<file path="src/rtl/scl_period_gen_pkg.sv">
package scl_period_gen_pkg;
    typedef enum logic [1:0] {
        ST_IDLE = 2'd0,
        ST_LOW  = 2'd1,
        ST_WAIT = 2'd2,
        ST_HIGH = 2'd3
    } scl_state_e;

    // fixed overheads added to the programmed counts
    localparam int HIGH_EXTRA = 8;
    localparam int LOW_EXTRA  = 1;
    localparam int HOLD_EXTRA = 3;

    localparam logic [1:0] ADDR_STD_HI  = 2'd0;
    localparam logic [1:0] ADDR_STD_LO  = 2'd1;
    localparam logic [1:0] ADDR_FAST_HI = 2'd2;
    localparam logic [1:0] ADDR_FAST_LO = 2'd3;
    localparam int         NUM_COUNTS   = 4;
endpackage

</file>
<file path="src/rtl/scl_count_bank.sv">
module scl_count_bank
    import scl_period_gen_pkg::*;
#(
    parameter int CNT_W = 16
) (
    input  logic             clk,
    input  logic             rst_n,
    input  logic             wr_en,
    input  logic [1:0]       wr_addr,
    input  logic [CNT_W-1:0] wr_data,
    input  logic             locked,
    input  logic             fast_sel,
    output logic [CNT_W-1:0] hi_cnt,
    output logic [CNT_W-1:0] lo_cnt
);
    logic [NUM_COUNTS-1:0][CNT_W-1:0] regs_q;

    // writes land only while the generator is disabled
    always_ff @(posedge clk or negedge rst_n) begin
        if (!rst_n) begin
            regs_q <= '0;
        end else if (wr_en && !locked) begin
            for (int i = 0; i < NUM_COUNTS; i++) begin
                if (wr_addr == 2'(i)) regs_q[i] <= wr_data;
            end
        end
    end

    // pair selection
    always_comb begin
        if (fast_sel) begin
            hi_cnt = regs_q[ADDR_FAST_HI];
            lo_cnt = regs_q[ADDR_FAST_LO];
        end else begin
            hi_cnt = regs_q[ADDR_STD_HI];
            lo_cnt = regs_q[ADDR_STD_LO];
        end
    end
endmodule

</file>
<file path="src/rtl/scl_phase_fsm.sv">
module scl_phase_fsm
    import scl_period_gen_pkg::*;
#(
    parameter int CNT_W = 16
) (
    input  logic             clk,
    input  logic             rst_n,
    input  logic             en,
    input  logic [CNT_W-1:0] hi_cnt,
    input  logic [CNT_W-1:0] lo_cnt,
    input  logic             scl_in,
    output logic             scl_pull,
    output logic             ph_low,
    output logic             ph_high,
    output logic             hold_mark
);
    localparam int CW = CNT_W + 1;

    scl_state_e      st_q, st_d;
    logic [CW-1:0]   cnt_q;
    logic [CW-1:0]   hi_end, lo_end, hold_pt;
    logic            low_last, high_last;

    assign hi_end    = {1'b0, hi_cnt} + CW'(HIGH_EXTRA - 1);
    assign lo_end    = {1'b0, lo_cnt} + CW'(LOW_EXTRA - 1);
    assign hold_pt   = {1'b0, hi_cnt} + CW'(HOLD_EXTRA - 1);
    assign low_last  = (cnt_q == lo_end);
    assign high_last = (cnt_q == hi_end);

    always_ff @(posedge clk or negedge rst_n) begin
        if (!rst_n) st_q <= ST_IDLE;
        else        st_q <= st_d;
    end

    always_comb begin
        st_d = st_q;
        unique case (st_q)
            ST_IDLE: if (en) st_d = ST_LOW;
            ST_LOW:  if (!en) st_d = ST_IDLE;
                     else if (low_last) st_d = ST_WAIT;
            ST_WAIT: if (!en) st_d = ST_IDLE;
                     else if (scl_in) st_d = ST_HIGH;
            ST_HIGH: if (!en) st_d = ST_IDLE;
                     else if (high_last) st_d = ST_LOW;
            default: st_d = ST_IDLE;
        endcase
    end

    // phase counter restarts on every state change
    always_ff @(posedge clk or negedge rst_n) begin
        if (!rst_n)                              cnt_q <= '0;
        else if (st_d != st_q)                   cnt_q <= '0;
        else if (st_q == ST_LOW || st_q == ST_HIGH) cnt_q <= cnt_q + 1'b1;
    end

    always_comb begin
        scl_pull  = 1'b0;
        ph_low    = 1'b0;
        ph_high   = 1'b0;
        hold_mark = 1'b0;
        unique case (st_q)
            ST_IDLE: ;
            ST_LOW: begin
                scl_pull = 1'b1;
                ph_low   = 1'b1;
            end
            ST_WAIT: ;
            ST_HIGH: begin
                ph_high   = 1'b1;
                hold_mark = (cnt_q == hold_pt);
            end
            default: ;
        endcase
    end
endmodule

</file>
<file path="src/rtl/scl_period_gen.sv">
module scl_period_gen
    import scl_period_gen_pkg::*;
#(
    parameter int CNT_W = 16
) (
    input  logic             clk,
    input  logic             rst_n,
    input  logic [2:0]       ctrl,
    input  logic             cfg_we,
    input  logic [1:0]       cfg_addr,
    input  logic [CNT_W-1:0] cfg_wdata,
    input  logic             scl_in,
    output logic             scl_pull,
    output logic             ph_low,
    output logic             ph_high,
    output logic             hold_mark
);
    logic             en;
    logic             fast_sel;
    logic [CNT_W-1:0] hi_cnt, lo_cnt;

    assign en       = ctrl[0];
    assign fast_sel = ctrl[2] & ~ctrl[1];

    scl_count_bank #(.CNT_W(CNT_W)) u_bank (
        .clk      (clk),
        .rst_n    (rst_n),
        .wr_en    (cfg_we),
        .wr_addr  (cfg_addr),
        .wr_data  (cfg_wdata),
        .locked   (en),
        .fast_sel (fast_sel),
        .hi_cnt   (hi_cnt),
        .lo_cnt   (lo_cnt)
    );

    scl_phase_fsm #(.CNT_W(CNT_W)) u_fsm (
        .clk       (clk),
        .rst_n     (rst_n),
        .en        (en),
        .hi_cnt    (hi_cnt),
        .lo_cnt    (lo_cnt),
        .scl_in    (scl_in),
        .scl_pull  (scl_pull),
        .ph_low    (ph_low),
        .ph_high   (ph_high),
        .hold_mark (hold_mark)
    );
endmodule

</file>
<file path="config.mk">
export PLATFORM = sky130hd
export DESIGN_NAME = scl_period_gen
export DESIGN_NICKNAME = d
export VERILOG_FILES = /design/src/rtl/scl_period_gen_pkg.sv /design/src/rtl/scl_count_bank.sv /design/src/rtl/scl_phase_fsm.sv /design/src/rtl/scl_period_gen.sv
export SDC_FILE = /design/constraint.sdc
export NUM_CORES = 1
export LEC_CHECK = 0
export ABC_AREA = 1
export BUFFER_PORTS_ARGS = -buffer_cell sky130_fd_sc_hd__buf_2
export CAP_MARGIN = 5
export CORE_UTILIZATION = 46
export CTS_CLUSTER_DIAMETER = 30
export DETAILED_ROUTE_END_ITERATION = 10
export HOLD_SLACK_MARGIN = 0.03
export PLACE_DENSITY = 0.63
export SKIP_LAST_GASP = 1
export SLEW_MARGIN = 20
export SYNTH_ARGS = -nofsm -noshare
export SYNTH_HDL_FRONTEND = slang
export SYNTH_SLANG_ARGS = --single-unit
</file>
<file path="constraint.sdc">
create_clock -name clk -period 4 [get_ports clk]
set_input_delay 0 -clock clk [delete_from_list [all_inputs] [get_ports clk]]
set_output_delay 0 -clock clk [all_outputs]
set_load 0.005 [all_outputs]
</file>
### Yosys cells after proc, flatten, opt, wreduce, memory -nomap -nowiden

Cells that the tools add are included.

* add/sub/neg operators: 3
* $mul: 0
* divide/modulo/power cells: 0
* order comparisons: 0
* equal/unequal tests: 10
* shifts and indexed selects: 0
* muxes and demuxes: 15
* bitwise logic cells: 2
* reduce and logical (&&, ||, !) cells: 10

Operators by type and width (number)
* 17-bit == test: 2
* 17-bit two-way mux: 2
* 16-bit two-way mux: 2
* 16-bit by 2-bit adder with 17-bit output (second input constant): 1
* 16-bit by 3-bit adder with 17-bit output (second input constant): 1
* 17-bit by 1-bit adder with 17-bit output (second input constant): 1
* 17-bit by 16-bit == test with 1-bit output: 1
* 2-bit two-way mux: 7
* 2-bit == test (second input constant): 4
* 2-bit case mux with 4 select lines: 1
* 2-bit AND reduction: 4
* 2-bit by 1-bit == test with 1-bit output (second input constant): 2
* 2-bit zero test: 2
* 1-bit two-way mux: 3
* 2-bit inequality test: 1
* 2-bit nonzero test: 1
* 1-bit AND: 1
* 1-bit logical AND: 1
* 1-bit zero test: 1
* 1-bit logical OR: 1
* 1-bit NOT: 1

* flip-flop bits (word level): 83
* latch bits: 0
* RAM bits: 0
* bits in read-only memories: 0
* input port bits: 25
* word-level logic and storage cells: 46
* memories: 0

### Longest topological paths before layout

* depth in word-level cells: 10
* gate-level depth with buffers: 22
* depth with buffers taken out: 20

### Modules after synthesis

Synthesis repeated with hierarchy kept, for this count alone.

* cells, all modules: 791
* area total of the unflattened synthesis: 5490.3 um2

Modules (own cells, without submodules)
* scl_count_bank: times used 1, cells an instance 388, area an instance 3051.7 um2
* scl_phase_fsm: times used 1, cells an instance 401, area an instance 2428.6 um2
* scl_period_gen: times used 1, cells an instance 2, area an instance 10.0 um2

### Worst setup path before layout

OpenSTA, ideal clock, no wires.

* kind: reg-to-reg
* from: register u_bank.regs_q[36] (netlist bit)
* to: register u_fsm.cnt_q[7]
* setup time: 0.120 ns
* arrival: 1.808 ns
* data required time: 3.880 ns
* path slack: 2.072 ns
* stages on the path, launching flop included: 19
* clock period less this slack: 1.928 ns
* cells stage by stage: dfrtp_1 > inv_1 > nand3_1 > nand2_1 > nor2_2 > nand2_2 > nor2_4 > nand2_1 > nand2_1 > nor2_1 > nor2_1 > nand2_1 > nor2_1 > nand2_1 > nand2_1 > nand2_2 > nand2_4 > buf_6 > nor2_2

* word-level cells in the longest chain between the ends: 8
* elaborated cells between the ends (all ways): 9
* classes of those cells: add/sub (1); eq/ne (2); mux (5); reduce/logical (1)

RTL lines
* from (decl): RTL line scl_count_bank.sv:16 `logic [NUM_COUNTS-1:0][CNT_W-1:0] regs_q;`
* from (signal, indexed assignment): RTL line scl_count_bank.sv:24 `if (wr_addr == 2'(i)) regs_q[i] <= wr_data;`
* 16-bit two-way mux (*): RTL line scl_count_bank.sv:31 `if (fast_sel) begin`
* 16-bit by 3-bit adder with 17-bit output (*): RTL line scl_phase_fsm.sv:24 `assign hi_end = {1'b0, hi_cnt} + CW'(HIGH_EXTRA - 1);`
* 17-bit == test (*): RTL line scl_phase_fsm.sv:28 `assign high_last = (cnt_q == hi_end);`
* 2-bit two-way mux (*): RTL line scl_phase_fsm.sv:44 `else if (high_last) st_d = ST_LOW;`
* 2-bit two-way mux (*): RTL line scl_phase_fsm.sv:43 `ST_HIGH: if (!en) st_d = ST_IDLE;`
* 2-bit case mux with 4 select lines (*): RTL line scl_phase_fsm.sv:37 `unique case (st_q)`
* 2-bit inequality test (*): RTL line scl_phase_fsm.sv:52 `else if (st_d != st_q) cnt_q <= '0;`
* 17-bit two-way mux / 2-bit nonzero test (equally long branches)
* to (signal assigned): RTL line scl_phase_fsm.sv:53 `else if (st_q == ST_LOW || st_q == ST_HIGH) cnt_q <= cnt_q + 1'b1;`
* to (decl): RTL line scl_phase_fsm.sv:20 `logic [CW-1:0] cnt_q;`

Every way passes the cells marked *; elsewhere a longest branch is shown, timed or not.
A chain may end at the register's enable or synchronous reset.

### Final worst setup path

* from: input ctrl[1]
* to: output hold_mark

* word-level cells in the longest chain between the ends: 6

RTL lines
* from (decl): RTL line scl_period_gen.sv:8 `input logic [2:0] ctrl,`
* 1-bit NOT: RTL line scl_period_gen.sv:23 `assign fast_sel = ctrl[2] & ~ctrl[1];`
* 1-bit AND: RTL line scl_period_gen.sv:23
* 16-bit two-way mux: RTL line scl_count_bank.sv:31
* 16-bit by 2-bit adder with 17-bit output: RTL line scl_phase_fsm.sv:26 `assign hold_pt = {1'b0, hi_cnt} + CW'(HOLD_EXTRA - 1);`
* 17-bit == test: RTL line scl_phase_fsm.sv:70 `hold_mark = (cnt_q == hold_pt);`
* 1-bit two-way mux: RTL line scl_phase_fsm.sv:61 `unique case (st_q)`
* to (decl): RTL line scl_period_gen.sv:16 `output logic hold_mark`

Every way passes these cells.

==> results.md <==
- Status: finished, final reports clean
- Die extent in x: 109.0 um
- Core region area: 0.01098 mm^2
- Std-Cell Rows: 38
- Number of detailed-routing iterations run before antenna repair: 5
- Post-Synthesis Net Count: 796
- Gate Count Post-Synth: 769
- Post-CTS Hold Buffers: 18
- DP Cell Count: 911
- Weighted congestion reported at the end of routability-driven placement: 0.9825
- Min-Delay Path Class: in -> reg
- Initial DRC Count: 381
- DRT antenna net count: 0
- Maximum fanout along the worst path: 35
- Seq cells post-synth: 83
- Number of buffers between clock root and the deepest sink: 2
- Area share of the largest cell type after synthesis: 39.41%
- Final Critical Period: 2.964 ns
- Setup-failing EPs final: 0
- Ys flop type: dfrtp_1
- Routed via count divided by cell count: 5.186
- Transition time at the pin with the least slew margin: 0.6179 ns
- Vertical die dimension: 109.0 um
- Most utilized layer in the global route result: met2
- Number of global-route vias before repair: 4577
- Cell type of the slowest stage on the worst timing path: nand2_2
- Total via count in the routed design: 4901
- Clock tree from TritonCTS: done
- Wire length of the first global-routing pass: 23.97 mm
- Number of buffers inserted during clock tree synthesis: 9
- # nets final: 827
- Root buffer selected by CTS: clkbuf_16
- Unrepaired setup endpoints after global routing: no
- DP Wirelength: 11.03 mm
- Share of post-route cells with drive strength above 1: 9.441%
- Static leakage: 3.010 nW
- Met1 demand-to-capacity share in global routing: 39.31%
- Most frequently used cell type in the post-synthesis netlist: nand2_1
- List of cells traversed by the critical path: buf_2 -> inv_2 -> nand2_2 -> nand2_1 -> nand2_1 -> inv_1 -> ha_1 -> nand2_1 -> nor3_1 -> nand2_1 -> xor2_1 -> nor4_1 -> nand2_1 -> nor2_1 -> buf_2
- # clock sinks: 83
- Combined area of the multi-input logic cells: 0.002714 mm^2
- Post-Route Setup TNS: 0 ns
- Final routed DRC violation total: 0
- Full die area: 0.01189 mm^2
- Per-cell routed wire length: 15.57 um
- Clock Latency Late Sink: 0.34 ns
- Slowest cell delay on critical path: 0.45 ns
- Global-route usage over all layers: 27.17%
- Final wirelength: 14.71 mm
- Highest attainable clock frequency: 337.4 MHz
- Layout Cells excl Fill: 945
- Commonest cells in the synthesized netlist: 257 x nand2_1, 93 x inv_1, 83 x dfrtp_1
- MaxCap Viol Count: 0
- Port bufs: 28
- CP Launch Type: input port
- Type of destination of the critical path: output pin
- Netlist area before placement: 0.005270 mm^2
- I/O Pins: 29
- Data required time at the worst endpoint: 4.00 ns
- Total grt overflow: 0
- Most used cell along the critical path: nand2_1
- Count of flip-flops with a built-in enable after synthesis: 0
- Average footprint of a synthesized cell: 6.853 um^2
- Final hold vios: 0
- Largest area contributor in the netlist: dfrtp_1
- Clock edge transition at the registers on the reported setup and hold paths: 0.07 ns
- Total count of max-transition violations in the final report: 0
- Power density over the cells: 442.0 mW/mm^2
- Count of different cell masters after synthesis: 36
- Largest net degree at the start of global routing: 48
- Area Growth Syn to Fin: 13.77%
- Sequential cell area fraction in the yosys report: 39.41%
- Largest vdd supply drop: 0.0003035 V
- Number of antenna cells inserted: 0
- Count of filler cells inserted in the layout: 1120
- Crit Path Category: in -> out
- Post_cts resized: 0
- Worst Clk Skew: 0.007421 ns
- Global routing usage on met3: 2.630%
- Initial antenna violation count: 0
- Hold WS: 0.03929 ns
- Register area: 0.002077 mm^2
- Share of flip-flops with an asynchronous set or reset after synthesis: 100.0%
- Number of warnings issued by yosys: 0
- Buffer count from post-CTS setup fixing: 0
- Met2 Use GR: 41.51%
- Number of H-tree levels: 3
- Crit path DAT: 2.96 ns
- Share of the core filled with cells: 54.59%
- Starting density of the core: 47.98%
- Final critical-path share of the clock period: 74.09%
- Dominant cells by area after synthesis: dfrtp_1 39%, nand2_1 18%, o21ai_0 7.3%, inv_1 6.6%, xor2_1 5.7%
- Tightest slew margin relative to the limit: 58.66%
==> registers in the layout, summed over array words and instances (netlist names) <==
| register | count |
|---|---|
| u_fsm.cnt_q | 17 |
| u_fsm.st_q | 2 |
| u_bank.regs_q | 64 |
==> critical path, delay by kind of cell <==
kind,cells,cell delay (ns)
buffers and inverters,4,0.63
adders and majority gates,1,0.21
xor gates and xnor gates,1,0.17
and+or+nand+nor,9,1.96
==> stage by stage <==
stage	total power, W	cell area, um^2	worst slack [ns]
2_1_floorplan	0.001528	5270	2.072
3_3_place_gp	0.001702	5468	1.099
3_5_place_dp	0.001715	5468	0.9836
4_1_cts	0.002656	5976	1.064
5_1_grt	0.002807	5996	0.7481
6_report	0.002650	5996	1.036
==> worst paths after layout <==
| check | startpoint | end | slack, ns | depth (start not counted) |
|---|---|---|---|---|
| setup / recovery | ctrl[1] | hold_mark | 1.04 | 15 |
| hold / removal | ctrl[0] | u_fsm.st_q[0] | 0.04 | 3 |
| setup reg to reg | u_fsm.st_q[0] | u_fsm.cnt_q[16] | 1.45 | 9 |
| hold reg to reg | u_bank.regs_q[55] | u_bank.regs_q[55] | 0.48 | 2 |
| max in group asynchronous | rst_n | u_bank.regs_q[61] | 2.88 | 3 |
| min in group asynchronous | rst_n | u_fsm.cnt_q[4] | 0.16 | 2 |
==> layer usage <==
| layer | share of wire [%] | routed length (um) |
|---|---|---|
| met1 | 48 | 7030 |
| met4 | 2.3 | 331 |
| met2 | 45 | 6649 |
| met3 | 4.7 | 698 |
| met5 | 0 | 0 |
==> kinds of logic (layout without fill, tap and decap cells) <==
kind of cell    after synthesis  after routing  share of synthesized area [%]
buf+inv                     124            160                          9.473
flops                        83             83                          39.41
simple gates                422            422                          34.21
xor+xnor                     38             38                          6.315
fa+ha+maj                     2              2                         0.4748
compound gates              100            100                          10.11
==> cells in the final DEF, fill, tap and decap left out, drive strengths merged, types with 2 or more instances in the layout <==
| cell type | n |
|---|---|
| clkbuf | 11 |
| nor4 | 3 |
| o21ai | 84 |
| nor3 | 7 |
| a21oi | 4 |
| nand3 | 55 |
| ha | 2 |
| bufinv | 2 |
| xnor2 | 4 |
| dfrtp | 83 |
| o21bai | 2 |
| inv | 96 |
| nand4 | 11 |
| or2 | 7 |
| o22ai | 4 |
| nor2 | 69 |
| clkinv | 2 |
| nand2 | 263 |
| xor2 | 34 |
| o2111ai | 2 |
| nand3b | 7 |
| buf | 31 |
| dlygate4sd3 | 18 |
==> area by class of cell <==
type / instances / share of cell area [%]
clock buffer: 11 / 4.048
clock inverter: 5 / 1.419
inverter: 95 / 5.947
multi-input combinational: 562 / 45.26
sequential: 83 / 34.64
tap: 140 / 2.922
timing repair buffer: 49 / 5.760
==> where the power goes <==
| part | total (W) | internal (W) | leakage [nW] | switching (W) |
|---|---|---|---|---|
| Sequential | 0.00107 | 0.000969 | 1.07 | 0.0000974 |
| Clock | 0.000931 | 0.000569 | 0.162 | 0.000362 |
| Combinational | 0.000653 | 0.000232 | 1.78 | 0.000421 |
| Total | 0.00265 | 0.00177 | 3.01 | 0.000881 |
No activity file was read; power rests on OpenSTA's default activity.
